### config.mk
export PLATFORM = sky130hd
export DESIGN_NAME = rdseq_wp_lock
export DESIGN_NICKNAME = d
export VERILOG_FILES = /design/src/rtl/rdseq_wp_pkg.sv /design/src/rtl/rdseq_strobe_track.sv /design/src/rtl/rdseq_matcher.sv /design/src/rtl/rdseq_wp_gate.sv /design/src/rtl/rdseq_wp_lock.sv
export SDC_FILE = /design/constraint.sdc
export NUM_CORES = 1
export LEC_CHECK = 0
export BUFFER_PORTS_ARGS = -buffer_cell sky130_fd_sc_hd__buf_4
export CORE_UTILIZATION = 45
export DETAILED_ROUTE_END_ITERATION = 10
export PLACE_DENSITY = 0.79
export SLEW_MARGIN = 20
export SYNTH_ARGS = -nofsm -noshare
export SYNTH_HDL_FRONTEND = slang
export SYNTH_HIERARCHICAL = 1
export SYNTH_SLANG_ARGS = --single-unit
### constraint.sdc
create_clock -name clk -period 2.05 [get_ports clk]
set_clock_uncertainty 0.2 [all_clocks]
set_input_delay 0.1025 -clock clk [delete_from_list [all_inputs] [get_ports clk]]
set_output_delay 0.1025 -clock clk [all_outputs]
set_load 0.005 [all_outputs]
### src/rtl/rdseq_wp_pkg.sv
// Package: shared constants for the read-sequence write-protect lock.
// Assumes addresses of the sequence fit in 16 bits and are zero-extended.
package rdseq_wp_pkg;

    localparam int SEQ_LEN = 7;
    localparam int STEP_W  = $clog2(SEQ_LEN);

    localparam logic [15:0] TAIL_OPEN  = 16'h041A;
    localparam logic [15:0] TAIL_CLOSE = 16'h040A;

    // Address expected at each shared step (0 .. SEQ_LEN-2).
    function automatic logic [15:0] prefix_addr(input int idx);
        case (idx)
            0:       return 16'h1823;
            1:       return 16'h1820;
            2:       return 16'h1822;
            3:       return 16'h0418;
            4:       return 16'h041B;
            5:       return 16'h0419;
            default: return 16'h0000;
        endcase
    endfunction

endpackage

### src/rtl/rdseq_strobe_track.sv
// Module: rdseq_strobe_track
// Watches the bus strobes and produces a one-clock pulse when a read cycle
// ends, together with the address held in the read's last active clock.
// Also flags every clock of a write cycle.
// Assumes the strobes are already synchronous to clk.
module rdseq_strobe_track #(
    parameter int ADDR_W = 19
) (
    input  logic              clk,
    input  logic              rst_n,
    input  logic [ADDR_W-1:0] addr,
    input  logic              ce_n,
    input  logic              oe_n,
    input  logic              we_n,
    output logic              rd_end,
    output logic [ADDR_W-1:0] rd_addr,
    output logic              wr_act
);

    logic              rd_act;
    logic              rd_act_q;
    logic [ADDR_W-1:0] addr_q;

    // Decode the current bus cycle type from the strobes.
    always_comb begin
        rd_act = ~ce_n & ~oe_n & we_n;
        wr_act = ~ce_n & ~we_n;
    end

    // Remember read activity and the address of the latest active read clock.
    always_ff @(posedge clk) begin
        if (!rst_n) begin
            rd_act_q <= 1'b0;
            addr_q   <= '0;
        end else begin
            rd_act_q <= rd_act;
            if (rd_act) addr_q <= addr;
        end
    end

    // A read ends on the first clock where either enable has risen.
    always_comb begin
        rd_end  = rd_act_q & (ce_n | oe_n);
        rd_addr = addr_q;
    end

    // a finished read cannot report its end twice in a row.
    assert_single_end_R10: assert property (@(posedge clk) disable iff (!rst_n)
        rd_end |=> !rd_end);

endmodule

### src/rtl/rdseq_matcher.sv
// Module: rdseq_matcher
// Step counter that follows the seven-read address pattern. It reports an
// open or close hit when the last step matches.
// Assumes rd_end is a single-clock pulse and rd_addr is stable while it is high.
module rdseq_matcher
    import rdseq_wp_pkg::*;
#(
    parameter int ADDR_W = 19
) (
    input  logic              clk,
    input  logic              rst_n,
    input  logic              rd_end,
    input  logic [ADDR_W-1:0] rd_addr,
    input  logic              wr_act,
    output logic              open_hit,
    output logic              close_hit
);

    localparam logic [STEP_W-1:0] LAST = STEP_W'(SEQ_LEN - 1);

    logic [SEQ_LEN-1:0] step_match;
    logic               close_cmp;
    logic [STEP_W-1:0]  step_q;
    logic [STEP_W-1:0]  step_d;

    // One comparator per shared step; the last slot compares the open tail.
    for (genvar i = 0; i < SEQ_LEN - 1; i++) begin : g_prefix
        assign step_match[i] = (rd_addr == ADDR_W'(prefix_addr(i)));
    end
    assign step_match[SEQ_LEN-1] = (rd_addr == ADDR_W'(TAIL_OPEN));
    assign close_cmp             = (rd_addr == ADDR_W'(TAIL_CLOSE));

    // Next-step selection: abort on writes, advance on a match, else retry as step one.
    always_comb begin
        step_d    = step_q;
        open_hit  = 1'b0;
        close_hit = 1'b0;
        if (wr_act) begin
            step_d = '0;
        end else if (rd_end) begin
            if (step_q == LAST && step_match[SEQ_LEN-1]) begin
                open_hit = 1'b1;
                step_d   = '0;
            end else if (step_q == LAST && close_cmp) begin
                close_hit = 1'b1;
                step_d    = '0;
            end else if (step_q != LAST && step_match[step_q]) begin
                step_d = step_q + STEP_W'(1);
            end else begin
                step_d = step_match[0] ? STEP_W'(1) : '0;
            end
        end
    end

    // Step register.
    always_ff @(posedge clk) begin
        if (!rst_n) step_q <= '0;
        else        step_q <= step_d;
    end

    // a write clock always leaves the matcher at step zero.
    assert_write_aborts_R6: assert property (@(posedge clk) disable iff (!rst_n)
        wr_act |=> step_q == '0);
    // an open hit only ever comes from the final step.
    assert_open_from_last_R2: assert property (@(posedge clk) disable iff (!rst_n)
        open_hit |-> step_q == LAST);
    // a close hit only ever comes from the final step.
    assert_close_from_last_R3: assert property (@(posedge clk) disable iff (!rst_n)
        close_hit |-> step_q == LAST);
    // without a read end or a write, the step holds.
    assert_step_holds_R5: assert property (@(posedge clk) disable iff (!rst_n)
        (!rd_end && !wr_act) |=> $stable(step_q));

endmodule

### src/rtl/rdseq_wp_gate.sv
// Module: rdseq_wp_gate
// Holds the protect flag and gates program and erase requests against it.
// The gate uses the flag value from before any update in the same clock.
// Assumes open_hit and close_hit are never high together.
module rdseq_wp_gate (
    input  logic clk,
    input  logic rst_n,
    input  logic open_hit,
    input  logic close_hit,
    input  logic prog_req,
    input  logic erase_req,
    output logic prog_go,
    output logic erase_go,
    output logic write_blocked,
    output logic wp_active
);

    logic wp_q;
    logic prog_go_q;
    logic erase_go_q;
    logic blocked_q;

    // Protect flag: set by reset or a close hit, cleared by an open hit.
    always_ff @(posedge clk) begin
        if (!rst_n)         wp_q <= 1'b1;
        else if (open_hit)  wp_q <= 1'b0;
        else if (close_hit) wp_q <= 1'b1;
    end

    // Request gating against the current (pre-update) flag.
    always_ff @(posedge clk) begin
        if (!rst_n) begin
            prog_go_q  <= 1'b0;
            erase_go_q <= 1'b0;
            blocked_q  <= 1'b0;
        end else begin
            prog_go_q  <= prog_req  & ~wp_q;
            erase_go_q <= erase_req & ~wp_q;
            blocked_q  <= (prog_req | erase_req) & wp_q;
        end
    end

    assign prog_go       = prog_go_q;
    assign erase_go      = erase_go_q;
    assign write_blocked = blocked_q;
    assign wp_active     = wp_q;

    // the first clock after reset shows the protected state.
    assert_reset_protected_R1: assert property (@(posedge clk) disable iff (!rst_n)
        $past(!rst_n) |-> wp_q);
    // the flag moves only after a matching seventh step.
    assert_flag_needs_hit_R7: assert property (@(posedge clk) disable iff (!rst_n)
        !$stable(wp_q) |-> $past(open_hit || close_hit));
    // a request while protected is refused.
    assert_block_when_protected_R8: assert property (@(posedge clk) disable iff (!rst_n)
        ((prog_req || erase_req) && wp_q) |=> (blocked_q && !prog_go_q && !erase_go_q));
    // a program request while open is granted.
    assert_grant_when_open_R8: assert property (@(posedge clk) disable iff (!rst_n)
        (prog_req && !wp_q) |=> (prog_go_q && !blocked_q));

endmodule

### src/rtl/rdseq_wp_lock.sv
// Module: rdseq_wp_lock (top)
// Software write-protect lock. Seven-read address patterns toggle a protect
// flag, which gates program and erase requests. The data bus is not observed.
// Assumes all inputs are synchronous to clk.
module rdseq_wp_lock #(
    parameter int ADDR_W = 19
) (
    input  logic              clk,
    input  logic              rst_n,
    input  logic [ADDR_W-1:0] addr,
    input  logic              ce_n,
    input  logic              oe_n,
    input  logic              we_n,
    input  logic              prog_req,
    input  logic              erase_req,
    output logic              prog_go,
    output logic              erase_go,
    output logic              write_blocked,
    output logic              wp_active
);

    logic              rd_end;
    logic [ADDR_W-1:0] rd_addr;
    logic              wr_act;
    logic              open_hit;
    logic              close_hit;

    rdseq_strobe_track #(.ADDR_W(ADDR_W)) u_strobe (
        .clk     (clk),
        .rst_n   (rst_n),
        .addr    (addr),
        .ce_n    (ce_n),
        .oe_n    (oe_n),
        .we_n    (we_n),
        .rd_end  (rd_end),
        .rd_addr (rd_addr),
        .wr_act  (wr_act)
    );

    rdseq_matcher #(.ADDR_W(ADDR_W)) u_match (
        .clk       (clk),
        .rst_n     (rst_n),
        .rd_end    (rd_end),
        .rd_addr   (rd_addr),
        .wr_act    (wr_act),
        .open_hit  (open_hit),
        .close_hit (close_hit)
    );

    rdseq_wp_gate u_gate (
        .clk           (clk),
        .rst_n         (rst_n),
        .open_hit      (open_hit),
        .close_hit     (close_hit),
        .prog_req      (prog_req),
        .erase_req     (erase_req),
        .prog_go       (prog_go),
        .erase_go      (erase_go),
        .write_blocked (write_blocked),
        .wp_active     (wp_active)
    );

    // the two hit kinds never fire in the same clock.
    assert_hits_exclusive_R3: assert property (@(posedge clk) disable iff (!rst_n)
        !(open_hit && close_hit));

endmodule

==> qor.yml, run 1 <==
sta:
  maxSlewViolCount: 0
  hold_viol_final: 0
  period_share_pct: 98.6
  maxSlewHeadroom_pct: 75.1
  worstMarginPinSlew_ns: 0.374
  rsz0062_at_grt: "true"
  fin_setup_tns_ns: 0
  setup_viol: 0
  final.setup.worst_slack_ns: 0.0284
  period_minus_slack_ns: 2.02
  fmaxAchievable_ghz: 0.495
clock_tree:
  cts_buffers: 3
  cts-root-buf: "clkbuf_4"
  cts_sinks: 27
  clk_latency_ns: 0.32
  cts_htree_levels: 1
  cts_tree: "built"
  cts_max_path_buffers: 2
  clk_pin_slew_ns: 0.13
run_status:
  status: "complete, no violations"
routing:
  num_vias: 1203
  wl_um: 3020
  drtAntennaViolNets: 0
  drt_iter0_drc: 18
  drc: 0
  drt_pass1_iterations: 4
  wl_per_cell_um: 13.0
  via_per_inst: 5.19
pwr:
  leakagePower_nw: 0.764
  p_total_w: 0.000918
  ir_worst_vdd_mv: 0.486
  power_density_mw_per_mm2: 499
cells_and_area:
  n_fill_cell: 218
  nets: 230
  drive_gt1_share_pct: 23.4
  regArea_um2: 549
  n_antenna_cell: 0
  multiInputGateArea_um2: 726
  area.growth.synth_to_final_pct: 40.8
  final_cells: 232
  stdcell_area_mm2: 0.00184
place:
  placed_cell_area_mm2: 0.00153
  portBuffers: 29
  dpl.cell_count: 201
  dp_slack_ns: -0.0461
  gp_congestion: 0.795
  place_hpwl_um: 1890
yosys:
  ys_ff_latch: 27
  synth_edf_count: 0
  synthDistinctLibCells: 35
  syn_inst: 145
  async_flop_share_pct: 0
  synth_top_area_share_pct: 41.3
  ys_seq_area_share_pct: 41.3
  synth_mux_area_share_pct: 16.1
  ys.flop_type: "dfxtp_1"
  synth_compound_area_share_pct: 6.22
  syn-num-nets: 173
  synth-xor-area-share_pct: 0.670
  syn-cell-area_mm2: 0.00131
  synth_warnings: 6
  avgSynthCellArea_um2: 9.02
  synth_fa_ha_area_share_pct: 1.91
  synthTopCellsByArea: "dfxtp_1 (41%), mux2i_1 (16%), nand2_1 (12%), nor2b_1 (2.4%), nor4b_1 (2.0%)"
  synth_top_family_by_area: "simple AND/OR/NAND/NOR gates"
  synth-simple-area-share_pct: 29.6
  synthTopCellsByCount: "nand2_1 (43), dfxtp_1 (27), mux2i_1 (21), nor2_1 (6), nor2b_1 (5)"
  yosys.area.top_type: "dfxtp_1"
  synthMostInstantiatedCell: "nand2_1"
setup_path:
  crit_type: "reg -> reg"
  required_ns: 2.07
  crit_path_end_kind: "register"
  crit_slowest_cell: "dfxtp_4"
  crit_fanout: 7
  start_kind: "register"
  crit_chain: "inv_1 -> ha_2 -> nand4bb_1 -> o31ai_2 -> a32oi_1 -> o32ai_2 -> mux2i_1 -> a31o_1"
  slowest_delay_ns: 0.39
  crit_arrival_ns: 2.05
floorplanning:
  initial_core_util_pct: 47.4
  die_area_mm2: 0.00313
  io_pins: 30
  core_area_mm2: 0.00276
  die_w_um: 55.9
  fp.dieH_um: 55.9
  rows: 19
grt:
  grt_start_max_net_pins: 44
  track_usage_pct: 19.7
  grt_antenna_before_repair: 0
  grt_pass1_wl_um: 4920
  grt_pass1_vias: 1206
  grt-ovfl-total: 0
hold_path:
  hold_path_class: "in -> reg"
job:
  cap_viol_max_count: 0
[metrics by stage]
step	util [%]	hold slack, ns
floorplan	-	-0.0175
global placement	55.5	0.136
detailed placement	55.5	0.145
CTS	64.5	0.00413
global route	66.7	0.0998
finish	66.7	0.102
[critical path, delay by kind of cell, from the launching register on]
family	cells	cell delay, ns
simple gates	1	0.14
buf+inv	1	0.11
fa+ha+maj	1	0.21
compound gates	4	0.71
flops	1	0.39
mux	1	0.16
[routing by layer]
layer,share of wire [%],vias up,routed length [um],track usage [%]
met2,53,27,1610,38.2
li1,-,620,-,-
met4,1.4,0,42,4.88
met3,2.8,4,83,2.79
met1,42,552,1280,22.4
met5,0,-,0,0
[cell families (layout without fill, tap and decap cells)]
logic type,count (synthesis),in the layout
AOI/OAI and AO/OA,10,10
xor gates and xnor gates,1,1
adders and majority gates,2,2
buffers and inverters,8,64
DFF,27,27
muxes,21,21
and+or+nand+nor,76,76
[state kept, by name, indices dropped and copies added (netlist names)]
| register | count |
|---|---|
| u_strobe/rd_addr | 19 |
| u_gate/wp_active | 1 |
| u_gate/write_blocked | 1 |
| u_match/step_q | 3 |
| u_gate/prog_go | 1 |
| u_gate/erase_go | 1 |
| u_strobe/rd_act_q | 1 |
[worst paths after layout]
kind                                     start                                end  slack [ns]  cells after the start
max reg2reg     u_match/step_q[0]$_SDFFE_PP0P_     u_match/step_q[0]$_SDFFE_PP0P_        0.03                      8
max             u_match/step_q[0]$_SDFFE_PP0P_     u_match/step_q[0]$_SDFFE_PP0P_        0.03                      8
min reg2reg  u_strobe/rd_addr[18]$_SDFFE_PN0P_  u_strobe/rd_addr[18]$_SDFFE_PN0P_        0.27                      2
min                                       ce_n     u_match/step_q[0]$_SDFFE_PP0P_        0.10                      3
[timing repair]
| action | CTS | global route |
|---|---|---|
| pin swaps | 0 | 5 |
| hold buffers | 22 | 1 |
| gates resized for setup | 1 | 8 |
| setup endpoints to repair | 1 | 3 |
| buffers inserted | 0 | 4 |
| endpoints found under the hold margin | 22 | 1 |
[final cells by class]
class	count	area share [%]
Multi-Input combinational cell	110	39.4
Tap cell	31	2.11
Timing Repair Buffer	58	26.8
Inverter	2	0.408
Sequential cell	27	29.8
Clock buffer	4	1.43
[cells in the final DEF (no fill, tap or decap), types with 2 or more instances in the layout]
master         synthesis  final
nor2b_1                5      5
dfxtp_1               27     24
clkbuf_4               0      3
nor4_1                 3      3
dlygate4sd3_1          0     23
and3_1                 3      3
nand2_1               43     43
nand4_1                2      2
nor4b_1                3      2
dfxtp_4                0      2
o21ai_1                1      2
nor2_1                 6      6
and3b_1                2      2
mux2i_1               21     21
inv_1                  2      2
buf_4                  2     35
[power by group]
part	switching, W	total [W]	internal (W)
Combinational	0.0000578	0.000148	0.0000900
Clock	0.000146	0.000222	0.0000761
Sequential	0.00000972	0.000547	0.000538
Total	0.000214	0.000917	0.000704
No activity file was read; power rests on OpenSTA's default activity.
==> inputs of run 2 (changes only) <==
- BUFFER_PORTS_ARGS: -buffer_cell sky130_fd_sc_hd__buf_4 -> -buffer_cell sky130_fd_sc_hd__buf_2
- clock period: 2.05 -> 2.3 ns (I/O delays scaled with it)
==> run 2 against run 1 <==
Effect of this change:
- maximum frequency shrank 3.9%
- final area shrank 6.7%
- hold slack gained 0.00072 ns
- die area is the same
- clock power shrank 9%
- critical path type unchanged
- critical endpoint unchanged
- largest cell class unchanged
- highest routed layer unchanged
==> qor.yml, run 2 (synthesized netlist as in run 1, its figures left out) <==
sta:
  period_share_pct: 91.5  # -7.1 points
  rsz0062_at_grt: "false"
  maxSlewHeadroom_pct: 74.3  # -0.74 points
  maxSlewViolCount: 0  # unchanged
  fin_setup_tns_ns: 0  # unchanged
  worstMarginPinSlew_ns: 0.385  # +0.0112 ns
  hold_viol_final: 0  # unchanged
  fmaxAchievable_ghz: 0.475  # -3.9%
  period_minus_slack_ns: 2.10  # +0.0824 ns
  setup_viol: 0  # unchanged
clock_tree:
  cts_tree: "built"
  cts_max_path_buffers: 2  # unchanged
  cts_resized: 0  # -1
  post_cts_buffers: 0  # unchanged
  cts-root-buf: "clkbuf_4"
  clk_latency_ns: 0.33  # about the same
  cts_buffers: 3  # unchanged
  clk_pin_slew_ns: 0.14  # about the same
  cts_sinks: 27  # unchanged
  cts_htree_levels: 1  # unchanged
cells_and_area:
  largest_reg_flops: 19  # unchanged
  nets: 226  # -1.7%
  stdcell_area_mm2: 0.00172  # -6.7%
  final_common_cell: "nand2_1"
  area.growth.synth_to_final_pct: 31.3
  final_cell_mix: "nand2_1 (43), buf_2 (29), dfxtp_1 (27)"
  drive_gt1_share_pct: 19.3  # -4.1 points
  n_fill_cell: 231  # +6.0%
  n_antenna_cell: 0  # unchanged
place:
  gp_congestion: 0.808  # +1.6%
  place_hpwl_um: 1890  # about the same
  placed_cell_area_mm2: 0.00146  # -4.7%
  portBuffers: 29  # unchanged
setup_path:
  r2r_slack_ns: 0.20  # +0.17 ns
  crit_slowest_cell: "dfxtp_1"
  crit_type: "reg -> reg"
  critical_path_buf_inv_count: 1  # unchanged
  r2r-start: "u_match/step_q[0]$_SDFFE_PP0P_"
  start_kind: "register"
  startpoint: "u_match/step_q[0]$_SDFFE_PP0P_"
  crit_chain: "inv_1 -> ha_1 -> nand4bb_1 -> o31ai_1 -> a32oi_1 -> o32ai_2 -> mux2i_1 -> a31o_1"
  crit_fanout: 8  # +1
  rr_worst_depth: 8  # unchanged
  critical-path-top-delay-family: "compound AO/OA/AOI/OAI gates"
  r2r-end: "u_match/step_q[0]$_SDFFE_PP0P_"
  required_ns: 2.39  # +0.32 ns
  slowest_delay_ns: 0.50  # +0.11 ns
  crit_arrival_ns: 2.19  # +0.14 ns
  crit_path_end_kind: "register"
hold_path:
  hold_path_class: "in -> reg"
  min-delay-start: "oe_n"
  min_to: "u_match/step_q[0]$_SDFFE_PP0P_"
  hold_depth: 3  # unchanged
routing:
  num_vias: 1179  # -2.0%
  drt_iter0_drc: 17  # -1
  via_per_inst: 5.17  # -0.28%
  wl_per_cell_um: 13.1  # +0.57%
  wl_um: 2980  # -1.2%
  drc: 0  # unchanged
  drtAntennaViolNets: 0  # unchanged
  drt_pass1_iterations: 4  # unchanged
floorplanning:
  core_area_mm2: 0.00276  # unchanged
  rows: 19  # unchanged
  die_area_mm2: 0.00313  # unchanged
  fp.dieH_um: 55.9  # unchanged
  io_pins: 30  # unchanged
  die_w_um: 55.9  # unchanged
  initial_core_util_pct: 47.4  # unchanged
grt:
  grt_antenna_before_repair: 0  # unchanged
  grt_pass1_vias: 1222  # +1.3%
  track_usage_pct: 21.0  # +1.4 points
  grt_pass1_wl_um: 5060  # +2.9%
  grt_start_max_net_pins: 44  # unchanged
  grt-ovfl-total: 0  # unchanged
pwr:
  ir_worst_vdd_mv: 0.464  # -4.7%
  power_density_mw_per_mm2: 472  # -5.3%
  leakagePower_nw: 0.716  # -6.3%
job:
  cap_viol_max_count: 0  # unchanged
run_status:
  status: "complete, no violations"
## run 2: layout make-up
class | count | area [um2] | area share (%)
tap | 31 | 38.8 | 2.26
inverter | 2 | 7.51 | 0.437
multi-input combinational | 110 | 712 | 41.5
clock inverter | 1 | 5.00 | 0.292
timing repair buffer | 54 | 390 | 22.7
clock buffer | 3 | 22.5 | 1.31
sequential | 27 | 541 | 31.5
## run 2: what timing repair did
action                     4_1_cts  5_1_grt
setup endpoints to repair        0        0
hold endpoints to repair        22        2
hold buffers                    22        1
## run 2: how the worst max path moves through the flow
stage | to | slack [ns] | depth (start not counted)
2_1_floorplan | u_match/step_q[0]$_SDFFE_PP0P_ | 0.42 | 8
3_3_place_gp | u_match/step_q[0]$_SDFFE_PP0P_ | 0.36 | 8
3_5_place_dp | u_match/step_q[0]$_SDFFE_PP0P_ | 0.22 | 8
4_1_cts | u_match/step_q[0]$_SDFFE_PP0P_ | 0.20 | 8
5_1_grt | u_match/step_q[0]$_SDFFE_PP0P_ | 0.06 | 8
6_report | u_match/step_q[0]$_SDFFE_PP0P_ | 0.20 | 8
## run 2: stage by stage
stage / utilization (%) / hold WS (ns) / setup WS [ns] / std cells / total power, W
global route: 62.3 / 0.107 / 0.0596 / 228 / 0.000856
detailed placement: 52.9 / 0.167 / 0.221 / 201 / 0.000585
floorplan: - / -0.00501 / 0.420 / 145 / 0.000552
CTS: 61.9 / 0.000936 / 0.196 / 227 / 0.000809
finish: 62.3 / 0.103 / 0.196 / 228 / 0.000811
global placement: 52.9 / 0.149 / 0.356 / 201 / 0.000581
## run 2: report_power, final
group	internal, W	total [W]	switching, W
Combinational	0.0000672	0.000117	0.0000503
Sequential	0.000481	0.000490	0.00000929
Clock	0.0000654	0.000203	0.000137
## run 2: worst min-delay path, stage by stage
cell and delay [ns]:
buf_2 0.11, o21a_1 0.23, a31o_1 0.16
## run 2: per-layer routing
metal | wire, um | part of all wire (%) | GRT usage (%)
met1 | 1190 | 40 | 21.5
met2 | 1580 | 53 | 38.2
met3 | 93 | 3.1 | 4.65
met4 | 117 | 3.9 | 13.9
met5 | 0 | 0 | 0
